File: src/rtl/sop_array_pkg.sv
package sop_array_pkg;

    localparam int ADDR_W = 8;

    // address map
    localparam int AND_BASE    = 'h00;
    localparam int OR_BASE     = 'h40;
    localparam int ROM_BASE    = 'h80;
    localparam int MODE_ADDR   = 'hC0;
    localparam int RSEL_ADDR   = 'hC1;
    localparam int COMMIT_ADDR = 'hFF;

    typedef enum logic [1:0] {
        MODE_PLA = 2'd0,
        MODE_PAL = 2'd1,
        MODE_ROM = 2'd2
    } plane_mode_e;

    typedef enum logic [1:0] {
        CFG_EMPTY   = 2'd0,
        CFG_LOADING = 2'd1,
        CFG_READY   = 2'd2
    } cfg_state_e;

endpackage

File: src/rtl/sop_cfg_regs.sv
module sop_cfg_regs
    import sop_array_pkg::*;
#(
    parameter int N_IN   = 6,
    parameter int N_TERM = 6,
    parameter int N_OUT  = 4,
    parameter int DATA_W = 16
) (
    input  logic                                    clk,
    input  logic                                    rst,
    input  logic                                    we,
    input  logic [ADDR_W-1:0]                       addr,
    input  logic [DATA_W-1:0]                       wdata,
    output logic [N_TERM-1:0][2*N_IN-1:0]           and_cfg,
    output logic [N_OUT-1:0][N_TERM-1:0]            or_cfg,
    output logic [N_OUT-1:0][(1<<N_IN)-1:0]         rom_cfg,
    output plane_mode_e                             mode,
    output logic [N_OUT-1:0]                        reg_sel,
    output logic                                    valid
);

    localparam int CHUNKS = (1 << N_IN) / DATA_W;

    cfg_state_e state_q, state_d;

    logic hit_and, hit_or, hit_rom, hit_mode, hit_rsel, hit_commit, hit_cfg;

    // address decode
    always_comb begin
        hit_and = 1'b0;
        hit_or  = 1'b0;
        hit_rom = 1'b0;
        for (int t = 0; t < N_TERM; t++) begin
            if (int'(addr) == AND_BASE + t) hit_and = 1'b1;
        end
        for (int o = 0; o < N_OUT; o++) begin
            if (int'(addr) == OR_BASE + o) hit_or = 1'b1;
            for (int k = 0; k < CHUNKS; k++) begin
                if (int'(addr) == ROM_BASE + o*CHUNKS + k) hit_rom = 1'b1;
            end
        end
        hit_mode   = (int'(addr) == MODE_ADDR);
        hit_rsel   = (int'(addr) == RSEL_ADDR);
        hit_commit = (int'(addr) == COMMIT_ADDR);
        hit_cfg    = hit_and | hit_or | hit_rom | hit_mode | hit_rsel;
    end

    // state register
    always_ff @(posedge clk) begin
        if (rst) state_q <= CFG_EMPTY;
        else     state_q <= state_d;
    end

    // next state
    always_comb begin
        state_d = state_q;
        if (we) begin
            unique case (state_q)
                CFG_EMPTY: begin
                    if (hit_commit)   state_d = CFG_READY;
                    else if (hit_cfg) state_d = CFG_LOADING;
                end
                CFG_LOADING: begin
                    if (hit_commit)   state_d = CFG_READY;
                end
                CFG_READY: begin
                    if (hit_cfg)      state_d = CFG_LOADING;
                end
                default:              state_d = CFG_EMPTY;
            endcase
        end
    end

    // state outputs
    always_comb begin
        valid = (state_q == CFG_READY);
    end

    // plane storage
    always_ff @(posedge clk) begin
        if (rst) begin
            and_cfg <= '0;
            or_cfg  <= '0;
            rom_cfg <= '0;
            mode    <= MODE_PLA;
            reg_sel <= '0;
        end else if (we) begin
            for (int t = 0; t < N_TERM; t++) begin
                if (int'(addr) == AND_BASE + t) and_cfg[t] <= wdata[2*N_IN-1:0];
            end
            for (int o = 0; o < N_OUT; o++) begin
                if (int'(addr) == OR_BASE + o) or_cfg[o] <= wdata[N_TERM-1:0];
                for (int k = 0; k < CHUNKS; k++) begin
                    if (int'(addr) == ROM_BASE + o*CHUNKS + k)
                        rom_cfg[o][k*DATA_W +: DATA_W] <= wdata;
                end
            end
            if (hit_mode) begin
                if (wdata[1:0] == 2'd1)      mode <= MODE_PAL;
                else if (wdata[1:0] == 2'd2) mode <= MODE_ROM;
                else                         mode <= MODE_PLA;
            end
            if (hit_rsel) reg_sel <= wdata[N_OUT-1:0];
        end
    end

endmodule

File: src/rtl/sop_and_plane.sv
module sop_and_plane #(
    parameter int N_IN   = 6,
    parameter int N_TERM = 6
) (
    input  logic [N_IN-1:0]                x,
    input  logic [N_TERM-1:0][2*N_IN-1:0]  and_cfg,
    output logic [N_TERM-1:0]              term
);

    logic [N_TERM-1:0][N_IN-1:0] lit_ok;

    for (genvar t = 0; t < N_TERM; t++) begin : g_term
        for (genvar i = 0; i < N_IN; i++) begin : g_lit
            // bit 2i demands a true literal, bit 2i+1 a complemented one
            assign lit_ok[t][i] = (~and_cfg[t][2*i]   |  x[i]) &
                                  (~and_cfg[t][2*i+1] | ~x[i]);
        end
        assign term[t] = &lit_ok[t];
    end

endmodule

File: src/rtl/sop_minterm_dec.sv
module sop_minterm_dec #(
    parameter int N_IN = 6
) (
    input  logic [N_IN-1:0]        x,
    output logic [(1<<N_IN)-1:0]   minterm
);

    for (genvar m = 0; m < (1 << N_IN); m++) begin : g_mt
        assign minterm[m] = (x == N_IN'(m));
    end

endmodule

File: src/rtl/sop_or_plane.sv
module sop_or_plane
    import sop_array_pkg::*;
#(
    parameter int N_IN   = 6,
    parameter int N_TERM = 6,
    parameter int N_OUT  = 4
) (
    input  logic [N_TERM-1:0]                term,
    input  logic [(1<<N_IN)-1:0]             minterm,
    input  logic [N_OUT-1:0][N_TERM-1:0]     or_cfg,
    input  logic [N_OUT-1:0][(1<<N_IN)-1:0]  rom_cfg,
    input  plane_mode_e                      mode,
    output logic [N_OUT-1:0]                 sum
);

    localparam int GROUP = (N_TERM + N_OUT - 1) / N_OUT;

    logic [N_OUT-1:0][N_TERM-1:0] pal_mask;

    for (genvar o = 0; o < N_OUT; o++) begin : g_grp
        for (genvar t = 0; t < N_TERM; t++) begin : g_bit
            assign pal_mask[o][t] = ((t / GROUP) == o) ? 1'b1 : 1'b0;
        end
    end

    always_comb begin
        for (int o = 0; o < N_OUT; o++) begin
            unique case (mode)
                MODE_PLA: sum[o] = |(term & or_cfg[o]);
                MODE_PAL: sum[o] = |(term & pal_mask[o]);
                MODE_ROM: sum[o] = |(minterm & rom_cfg[o]);
                default:  sum[o] = 1'b0;
            endcase
        end
    end

endmodule

File: src/rtl/sop_out_stage.sv
module sop_out_stage #(
    parameter int N_OUT = 4
) (
    input  logic             clk,
    input  logic             rst,
    input  logic             valid,
    input  logic [N_OUT-1:0] sum,
    input  logic [N_OUT-1:0] reg_sel,
    output logic [N_OUT-1:0] y
);

    logic [N_OUT-1:0] gated;
    logic [N_OUT-1:0] y_q;

    assign gated = valid ? sum : '0;

    always_ff @(posedge clk) begin
        if (rst) y_q <= '0;
        else     y_q <= gated;
    end

    for (genvar o = 0; o < N_OUT; o++) begin : g_pick
        assign y[o] = valid & (reg_sel[o] ? y_q[o] : gated[o]);
    end

endmodule

File: src/rtl/sop_array.sv
module sop_array
    import sop_array_pkg::*;
#(
    parameter int N_IN   = 6,
    parameter int N_TERM = 6,
    parameter int N_OUT  = 4,
    parameter int DATA_W = 16
) (
    input  logic              clk,
    input  logic              rst,
    input  logic              cfg_we,
    input  logic [7:0]        cfg_addr,
    input  logic [DATA_W-1:0] cfg_wdata,
    input  logic [N_IN-1:0]   x_in,
    output logic [N_OUT-1:0]  y_out,
    output logic              cfg_valid
);

    localparam int MINTERMS = 1 << N_IN;

    logic [N_TERM-1:0][2*N_IN-1:0]  and_cfg;
    logic [N_OUT-1:0][N_TERM-1:0]   or_cfg;
    logic [N_OUT-1:0][MINTERMS-1:0] rom_cfg;
    plane_mode_e                    mode;
    logic [N_OUT-1:0]               reg_sel;
    logic [N_TERM-1:0]              term;
    logic [MINTERMS-1:0]            minterm;
    logic [N_OUT-1:0]               sum;

    sop_cfg_regs #(
        .N_IN(N_IN), .N_TERM(N_TERM), .N_OUT(N_OUT), .DATA_W(DATA_W)
    ) u_cfg (
        .clk(clk), .rst(rst), .we(cfg_we), .addr(cfg_addr), .wdata(cfg_wdata),
        .and_cfg(and_cfg), .or_cfg(or_cfg), .rom_cfg(rom_cfg),
        .mode(mode), .reg_sel(reg_sel), .valid(cfg_valid)
    );

    sop_and_plane #(.N_IN(N_IN), .N_TERM(N_TERM)) u_and (
        .x(x_in), .and_cfg(and_cfg), .term(term)
    );

    sop_minterm_dec #(.N_IN(N_IN)) u_dec (
        .x(x_in), .minterm(minterm)
    );

    sop_or_plane #(.N_IN(N_IN), .N_TERM(N_TERM), .N_OUT(N_OUT)) u_or (
        .term(term), .minterm(minterm), .or_cfg(or_cfg), .rom_cfg(rom_cfg),
        .mode(mode), .sum(sum)
    );

    sop_out_stage #(.N_OUT(N_OUT)) u_out (
        .clk(clk), .rst(rst), .valid(cfg_valid), .sum(sum),
        .reg_sel(reg_sel), .y(y_out)
    );

endmodule

File: config.mk
export PLATFORM = sky130hd
export DESIGN_NAME = sop_array
export DESIGN_NICKNAME = d
export VERILOG_FILES = /design/src/rtl/sop_array_pkg.sv /design/src/rtl/sop_cfg_regs.sv /design/src/rtl/sop_and_plane.sv /design/src/rtl/sop_minterm_dec.sv /design/src/rtl/sop_or_plane.sv /design/src/rtl/sop_out_stage.sv /design/src/rtl/sop_array.sv
export SDC_FILE = /design/constraint.sdc
export NUM_CORES = 1
export LEC_CHECK = 0
export ABC_AREA = 0
export ABC_CLOCK_PERIOD_IN_PS = 2700
export BUFFER_PORTS_ARGS = -buffer_cell sky130_fd_sc_hd__buf_4
export CAP_MARGIN = 20
export CORE_MARGIN = 2
export CORE_UTILIZATION = 50
export DETAILED_ROUTE_END_ITERATION = 8
export PLACE_DENSITY = 0.77
export SETUP_SLACK_MARGIN = 0.4
export SYNTH_ARGS = -nofsm -noshare
export SYNTH_HDL_FRONTEND = slang
export SYNTH_SLANG_ARGS = --single-unit
File: constraint.sdc
create_clock -name clk -period 2.7 [get_ports clk]
set_input_delay 0.27 -clock clk [delete_from_list [all_inputs] [get_ports clk]]
set_output_delay 0.27 -clock clk [all_outputs]
set_load 0.01 [all_outputs]
After elaboration in Yosys (flattened, before gate mapping)

Index checks and enable logic that the tools add are counted.

Equality and inequality tests: 98
Reduce and logical (&&, ||, !) cells: 50
Bitwise logic cells: 202
Muxes and demuxes: 41

Operators by type and width:

| operator                                                        | count |
|---|---|
| 64-bit AND                                                      | 4 |
| 64-bit OR reduction                                             | 4 |
| 6-bit == test, second input constant                            | 32 |
| 8-bit == test, second input constant                            | 20 |
| 6-bit by 5-bit == test with 1-bit output, second input constant | 16 |
| 1-bit inverter                                                  | 78 |
| 1-bit OR                                                        | 76 |
| 2-bit AND reduction                                             | 29 |
| 6-bit by 4-bit == test with 1-bit output, second input constant | 8 |
| 1-bit AND                                                       | 40 |
| 6-bit AND reduction                                             | 6 |
| 1-bit two-way mux                                               | 30 |
| 6-bit AND                                                       | 4 |
| 6-bit by 3-bit == test with 1-bit output, second input constant | 4 |
| 6-bit OR reduction                                              | 4 |
| 8-bit by 3-bit == test with 1-bit output, second input constant | 2 |
| 8-bit by 4-bit == test with 1-bit output, second input constant | 2 |
| 8-bit by 7-bit == test with 1-bit output, second input constant | 2 |
| 6-bit by 2-bit == test with 1-bit output, second input constant | 2 |
| 2-bit two-way mux                                               | 5 |
| 1-bit case mux with 3 select lines                              | 3 |
| 8-bit by 1-bit == test with 1-bit output, second input constant | 1 |
| 8-bit by 2-bit == test with 1-bit output, second input constant | 1 |
| 8-bit zero test                                                 | 1 |
| other kinds (10)                                                | 17 |

Logic and storage cells: 421
Input port bits: 33
Output and inout bits: 5
Flip-flop bits (word level): 364

Depth between registers and ports, before layout

Gate-level depths: netlist of run 1.

Depth in word-level cells: 23
Gate-level depth with buffers: 11

Hierarchy

A second synthesis of run 1 with hierarchy kept.

Cell total of the unflattened synthesis: 1791
Area, all modules: 15800.2 um2

Modules (own cells, without submodules):

| module          | instances | cells each | area each (um2) |
|---|---|---|---|
| sop_cfg_regs    | 1         | 1434       | 13173.9 |
| sop_or_plane    | 1         | 180        | 1457.6 |
| sop_and_plane   | 1         | 65         | 523.0 |
| sop_minterm_dec | 1         | 95         | 461.7 |
| sop_out_stage   | 1         | 17         | 183.9 |

Worst setup path after synthesis of run 1

Ideal clock, no wire load.

Path type: input port to output port
From: input port x_in[5]
To: output port y_out[1]
Arrival: 1.949 ns
Path buffers: 2
Cell stages on the path: 9
Setup slack: 0.481 ns
Data required time: 2.430 ns
Path through: buf_2 > buf_8 > mux2i_1 > nand2_1 > nor3_2 > a22oi_1 > a32o_1 > or3_1 > o21ai_1

Cells in the longest elaborated chain, start to end: 10
Elaborated cells on any way between the ends: 98
Classes of those cells: eq/ne (63); mux (3); bitwise (22); reduce/logical (10)

RTL lines:

| element                                | line                | RTL |
|---|---|---|
| start: declaration                     | sop_array.sv:14     | `input logic [N_IN-1:0] x_in,` |
| 1-bit inverter                         | sop_and_plane.sv:16 | `(~and_cfg[t][2*i+1] \| ~x[i]);` |
| 1-bit OR                               | sop_and_plane.sv:16 |  |
| 1-bit AND                              | sop_and_plane.sv:15 | `assign lit_ok[t][i] = (~and_cfg[t][2*i] \| x[i]) &` |
| 6-bit AND reduction                    | sop_and_plane.sv:18 | `assign term[t] = &lit_ok[t];` |
| 6-bit AND                              | sop_or_plane.sv:29  | `MODE_PLA: sum[o] = \|(term & or_cfg[o]);` |
| 6-bit OR reduction                     | sop_or_plane.sv:29  |  |
| 1-bit case mux with 3 select lines (*) | sop_or_plane.sv:28  | `unique case (mode)` |
| 4-bit two-way mux (*)                  | sop_out_stage.sv:15 | `assign gated = valid ? sum : '0;` |
| 1-bit two-way mux (*)                  | sop_out_stage.sv:23 | `assign y[o] = valid & (reg_sel[o] ? y_q[o] : gated[o]);` |
| 1-bit AND (*)                          | sop_out_stage.sv:23 |  |
| end: declaration                       | sop_array.sv:15     | `output logic [N_OUT-1:0] y_out,` |

Mark *: on every way between the ends. The rest lies on a longest branch, timed or not.

Final worst setup path of run 1

From: register u_cfg.rom_cfg[154] (netlist bit)
To: output port y_out[2]

Cells in the longest elaborated chain, start to end: 6

RTL lines:

| element                            | line                | RTL |
|---|---|---|
| start: declaration                 | sop_cfg_regs.sv:16  | `output logic [N_OUT-1:0][(1<<N_IN)-1:0] rom_cfg,` |
| start signal: indexed assignment   | sop_cfg_regs.sv:95  | `rom_cfg[o][k*DATA_W +: DATA_W] <= wdata;` |
| 64-bit AND                         | sop_or_plane.sv:31  | `MODE_ROM: sum[o] = \|(minterm & rom_cfg[o]);` |
| 64-bit OR reduction                | sop_or_plane.sv:31  |  |
| 1-bit case mux with 3 select lines | sop_or_plane.sv:28  |  |
| 4-bit two-way mux                  | sop_out_stage.sv:15 |  |
| 1-bit two-way mux                  | sop_out_stage.sv:23 |  |
| 1-bit AND                          | sop_out_stage.sv:23 |  |

No other way between the ends.

==> qor.yml, run 1 <==
outcome: "complete, but fails checks"
violations: "setup timing"
power_density_nw_per_um2: 597
syn_nets: 2083
regToRegEndpoint: "u_out.y_q[3]"
synthCells: 2050
cts_sinks: 364
fp.dieW_um: 188
max_slew_margin: 0.453
synth_seq_cells: 364
drc_errors: 0
setup_viol: 3
start_util: 0.507
wl_per_cell_um: 23.6
fp.dieH_um: 188
area_growth_pct: 18.3
min_to: "u_cfg.rom_cfg[28]"
port_buffers: 37
via_per_inst: 6.37
pre_cts_ws_ps: -252
grt_usage: 0.336
grt_pass1_wl_um: 92200
routed_wl_um: 61000
period_needed_ps: 2860
drive_above_1_share: 0.189
grt_pass1_vias: 15595
cts_tree: "done"
antenna_found_initial: 0
pwr-share-comb: 0.074
setup_ws_ps: -160
ys_warn_count: 0
design_area_um2: 20000
r2r.worst_path.cells: 8
gp_congestion: 0.989
path_clk_slew_ps: 60
crit_arrival_ps: 2590
async_flop_share: 0
p_switching_uw: 2880
max_freq_mhz: 350
drtAntennaViolNets: 0
reg2reg_from: "u_cfg.rom_cfg[216]"
clockPowerShare: 0.476
synth_cell_type_count: 85
nets: 2141
hold_viol_final: 0
switching_share: 0.240
syn_area_um2: 16900
drtPass1Iterations: 6
h-tree-depth: 2
ys_seq_area_frac: 0.430
fillers: 2809
r2r_slack_ps: 770
postPlaceCellArea_um2: 18300
clk_latency_ps: 550
clock-skew-final_ps: 22.1
p_int_uw: 9100
min_from: "cfg_wdata[12]"
yosys.area.top_type: "dfxtp_1"
pin_count: 38
drt_iter0_markers: 2246
clock-root-buffer: "clkbuf_16"
vdd_ir_drop_max_uv: 509
maxCapViolCount: 0
cp_max_fo: 2
cp-end-kind: "output pin"
synth.area.top_cells: "dfxtp_1 43%, mux2i_1 11%, nand3_1 8.9%"
path_class: "register to output pin"
cellLeakagePower_uw: 0.00767
synth_edf_count: 0
diodes: 0
setup.worst_path.start_class: "register"
ys.flop_type: "dfxtp_1"
fp.dieArea_um2: 35400
whs_path_depth: 3
row_count: 67
power_frac_seq: 0.449
core-area_um2: 33400
hold_path_class: "primary input to register"
synth_most_common_cell: "dfxtp_1"
avgSynthCellArea_um2: 8.27
fin_crit_sh: 1.06
grt_setup_unrepaired: "yes"
grt_max_degree: 87
vias: 16455
worst_slew_pin_slew_ps: 818
crit_required_ps: 2430
dp_hpwl_um: 39300
overflow: 0
cts_made_buffers: 38
yosys.area.top_type_share: 0.430
synth_commonest_cells: "364 x dfxtp_1, 303 x nand2_1, 300 x nand3_1, 254 x a21oi_1, 188 x mux2i_1"
slew_violations: 0
cts_buffer_depth: 3
[layer usage]
layer  vias to the layer above  GRT usage  part of all wire
met5                         -          0                 0
met3                       204     0.0816              0.11
met2                      1000      0.526              0.45
met1                      7939      0.440              0.40
met4                         0      0.151             0.046
li1                       7312          -                 -
[how the worst max path moves through the flow]
stage | slack, ps | cells past startpoint | end | from
6_report | -160 | 8 | y_out[2] | u_cfg.rom_cfg[154]
5_1_grt | -230 | 9 | y_out[1] | u_cfg.and_cfg[47]
4_1_cts | -190 | 10 | y_out[2] | u_cfg.and_cfg[39]
3_5_place_dp | -250 | 10 | y_out[3] | x_in[2]
3_3_place_gp | -240 | 10 | y_out[3] | x_in[0]
2_1_floorplan | 480 | 9 | y_out[1] | x_in[5]
[power by group through the flow]
stage	Combinational [µW]	Sequential [µW]	Clock (µW)
after floorplan	436	5500	0
after global placement	818	5500	0
after detailed placement	825	5500	0
after CTS	846	5380	5720
after global routing	902	5380	5970
final	890	5380	5700
[kinds of logic (layout without fill, tap and decap cells)]
kind of cell,count (synthesis),count (layout),share of synthesized area
flops,364,364,0.430
compound gates,372,372,0.130
mux,212,212,0.127
simple gates,885,885,0.252
buf+inv,217,304,0.0609
[state kept, by name, indices dropped and copies added, names as in the netlist]
name,count
u_cfg.and_cfg,72
u_cfg.mode,2
u_cfg.or_cfg,24
u_cfg.reg_sel,4
u_cfg.rom_cfg,256
u_cfg.state_q,2
u_out.y_q,4
[per-stage QoR]
step,util,hold slack [ps],setup TNS [ps],power [µW],std cells
after floorplan,-,417,0,5930,2050
after global placement,0.547,437,-600,6320,2504
after detailed placement,0.547,444,-608,6330,2504
after CTS,0.596,127,-472,11900,2584
after global routing,0.599,141,-645,12300,2585
final,0.599,149,-397,12000,2585
[cells in the final DEF, fill, tap and decap left out, types with 13 or more instances in the layout]
cell type	Yosys	final
mux2_2	21	19
dfxtp_1	364	354
nand3_1	300	296
buf_12	0	13
a22oi_1	16	14
nor2_1	151	148
clkbuf_16	0	39
buf_4	3	206
nand4_1	26	26
o21ai_0	16	16
nand2_1	303	301
mux2i_1	188	186
a21oi_1	254	254
[worst max-delay path: stages, from the launching register on]
cell and delay (ps):
dfxtp_1 310, mux2i_1 320, o32ai_1 150, a2111oi_2 350, nand4_1 200, o31ai_4 360, o31ai_2 100, buf_4 150
buf_6 110
[cell type report]
type,instances,area (µm²),share of cell area
clock buffer,51,1100,0.0549
timing repair buffer,228,1930,0.0963
inverter,7,26.3,0.00131
multi-input combinational,1469,8860,0.442
tap,448,561,0.0280
clock inverter,18,272,0.0135
sequential,364,7300,0.364
[repair_timing]
item / 4_1_cts / 5_1_grt
setup endpoints to repair: 4 / 6
cloned: 1 / 0
resized for setup: 37 / 23
buffers inserted: 9 / 1
pin swaps: 22 / 11
hold endpoints to repair: 1 / 0
hold buffers: 1 / 0
(Power assumes the default switching activity.)
==> run 2, diff against run 1 <==
- ABC_AREA: 0 -> 1
==> run 2 against run 1 <==
Against the previous run: the flow now finishes without violations; cell count is 1.7% higher; clock power is 8.4% lower; synthesized area is 6.3% lower; synthesized cell count is 7.1% higher; die area is 6.2% lower; largest cell class unchanged.
==> qor.yml, run 2 <==
final_common_cell: "dfxtp_1"  # unchanged
period_needed_ps: 2450  # was 2860 ps
drc_errors: 0  # unchanged
crit_arrival_ps: 2180  # was 2590 ps
cts_made_buffers: 38  # unchanged
top_regs: "u_cfg.rom_cfg (256), u_cfg.and_cfg (72), u_cfg.or_cfg (24)"  # unchanged
pre_cts_ws_ps: 43.1  # was -252 ps
area_growth_pct: 17.4  # was 18.3%
synth_commonest_cells: "364 x dfxtp_1, 360 x nand2_1, 292 x a21oi_1, 269 x o21ai_0, 232 x nand3_1"  # was 364 x dfxtp_1, 303 x nand2_1, 300 x nand3_1, 254 x a21oi_1, 188 x mux2i_1
grt_setup_unrepaired: "yes"  # unchanged
async_flop_share: 0  # unchanged
cellLeakagePower_uw: 0.00749  # was 0.00767 µW
via_per_inst: 6.12  # was 6.37
power_density_nw_per_um2: 605  # was 597 nW/µm²
synth_cell_type_count: 31  # was 85
largest_reg_flops: 256  # unchanged
port_buffers: 37  # unchanged
grt_usage: 0.311  # was 0.336
fp.dieW_um: 182  # was 188 µm
final-seq-area_um2: 7300  # about the same
cts_tree: "done"  # unchanged
gp_congestion: 0.948  # was 0.989
start_util: 0.506  # was 0.507
cp_max_fo: 4  # was 2
overflow: 0  # unchanged
clock-skew-final_ps: 24.0  # was 22.1 ps
yosys.area.top_type: "dfxtp_1"  # unchanged
routed_wl_um: 53000  # was 61000 µm
nets: 2232  # was 2141
outcome: "finished clean"  # was complete, but fails checks
multi_input_area_um2: 7880  # was 8860 µm²
dp_hpwl_um: 33700  # was 39300 µm
yosys.area.top_type_share: 0.459  # was 0.430
grt_pass1_vias: 14553  # was 15595
avgSynthCellArea_um2: 7.23  # was 8.27 µm²
grt_max_degree: 88  # was 87
fin_tns_setup_ps: 0  # was -397 ps
path_class: "register to output pin"  # unchanged
antenna_found_initial: 0  # unchanged
row_count: 65  # was 67
ys_warn_count: 0  # unchanged
top_register: "u_cfg.rom_cfg"  # unchanged
diodes: 0  # unchanged
worst_slew_pin_slew_ps: 1150  # was 818 ps
maxCapViolCount: 0  # unchanged
setup_viol: 0  # was 3
drive_above_1_share: 0.153  # was 0.189
hold_path_class: "primary input to register"  # unchanged
drtPass1Iterations: 6  # unchanged
clk_latency_ps: 540  # was 550 ps
core-area_um2: 31400  # was 33400 µm²
wl_per_cell_um: 20.2  # was 23.6 µm
synth.area.top_cells: "dfxtp_1 46%, a21oi_1 9.2%, nand2_1 8.5%"  # was dfxtp_1 43%, mux2i_1 11%, nand3_1 8.9%
syn_area_um2: 15900  # was 16900 µm²
cts_buffer_depth: 3  # unchanged
ys.flop_type: "dfxtp_1"  # unchanged
final_cell_mix: "357 x dfxtp_1, 337 x nand2_1, 286 x a21oi_1"  # was 354 x dfxtp_1, 301 x nand2_1, 296 x nand3_1
ys_seq_area_frac: 0.459  # was 0.430
cts_sinks: 364  # unchanged
fin_crit_sh: 0.906  # was 1.06
hold_buffers: 0  # was 1
fp.dieH_um: 182  # was 188 µm
crit_required_ps: 2430  # about the same
cp-end-kind: "output pin"  # unchanged
hold_viol_final: 0  # unchanged
max_freq_mhz: 409  # was 350 MHz
r2r_slack_ps: 1030  # was 770 ps
setup.worst_path.start_class: "register"  # unchanged
synth_most_common_cell: "dfxtp_1"  # unchanged
slew_violations: 0  # unchanged
synthCells: 2195  # was 2050
syn_nets: 2228  # was 2083
setup_ws_ps: 252  # was -160 ps
synth_edf_count: 0  # unchanged
pin_count: 38  # unchanged
drt_iter0_markers: 1991  # was 2246
max_slew_margin: 0.233  # was 0.453
clock-root-buffer: "clkbuf_16"  # unchanged
grt_pass1_wl_um: 81900  # was 92200 µm
h-tree-depth: 2  # unchanged
drtAntennaViolNets: 0  # unchanged
vias: 16088  # was 16455
fp.dieArea_um2: 33200  # was 35400 µm²
vdd_ir_drop_max_uv: 499  # was 509 µV
synth_seq_cells: 364  # unchanged
path_clk_slew_ps: 60  # about the same
fillers: 2766  # was 2809
run 2: cell count changes after synthesis, moves of 13 or more:
cell | previous run | this run
a211oi_1 | 6 | 80
a21oi_1 | 254 | 292
a221oi_1 | 13 | 0
a22oi_1 | 16 | 0
buf_2 | 54 | 36
clkbuf_1 | 129 | 112
inv_1 | 6 | 109
mux2_2 | 21 | 0
mux2i_1 | 188 | 0
nand2_1 | 303 | 360
nand3_1 | 300 | 232
nand4_1 | 26 | 41
nor2_1 | 151 | 223
o21ai_0 | 16 | 269
run 2: worst max-delay path, cell delays in order (launching register included):
cell and delay, ps:
dfxtp_2 320, inv_2 40, o21ai_2 200, nor2_4 70, nand4_1 120, nand2_1 60
nor2_1 140, nand2_1 100, a21oi_2 210, nand2_1 100, nand2_2 80, a21oi_2 50
buf_4 150
run 2: logic make-up (layout without fill, tap and decap cells):
kind of cell | Yosys count | in the layout | synth area share
simple gates | 892 | 892 | 0.249
buf+inv | 291 | 323 | 0.0749
compound gates | 648 | 648 | 0.217
flops | 364 | 364 | 0.459
run 2: what timing repair did:
item | CTS | global route
setup buffers | 16 | 4
gates cloned | 1 | 0
gates resized for setup | 116 | 54
pin swaps | 39 | 37
endpoints found under the hold margin | 0 | 0
setup endpoints to repair | 4 | 4
run 2: cell type report:
| type | instances | area share |
|---|---|---|
| multi-input cells | 1540 | 0.423 |
| repair buffers | 128 | 0.0657 |
| clock buffers | 55 | 0.0599 |
| clock inverters | 13 | 0.00651 |
| well taps | 402 | 0.0270 |
| inverters | 127 | 0.0268 |
| flip-flops and latches | 364 | 0.391 |
run 2: power by group:
part	leakage, µW	switching (µW)	total [µW]	internal [µW]
combinational	0.00395	499	671	172
clock	0.000607	2240	5220	2990
sequential	0.00293	7.97	5390	5380
total	0.00749	2740	11300	8540
run 2: layer usage:
metal	GRT usage	vias up	wire length, µm
met3	0.0599	164	6010
li1	-	7474	-
met1	0.430	7469	21500
met4	0.129	0	2140
met2	0.477	981	23400
met5	0	-	0
run 2: worst paths after layout:
kind,to,cells past startpoint,from
worst max-delay path,y_out[0],12,u_cfg.and_cfg[70]
worst min-delay path,u_cfg.rom_cfg[159],3,cfg_wdata[15]
worst max register to register,u_out.y_q[1],11,u_cfg.rom_cfg[69]
worst min register to register,u_cfg.rom_cfg[29],2,u_cfg.rom_cfg[29]
run 2: stage by stage:
stage / instances / total power (µW) / hold WS, ps / util / area (µm²)
3_5_place_dp: 2540 / 6090 / 435 / 0.529 / 16600
2_1_floorplan: 2195 / 5830 / 423 / - / 15900
5_1_grt: 2629 / 11500 / 43.5 / 0.594 / 18600
6_report: 2629 / 11300 / 45.6 / 0.594 / 18600
4_1_cts: 2625 / 11300 / 31.2 / 0.587 / 18400
3_3_place_gp: 2540 / 6090 / 431 / 0.529 / 16600
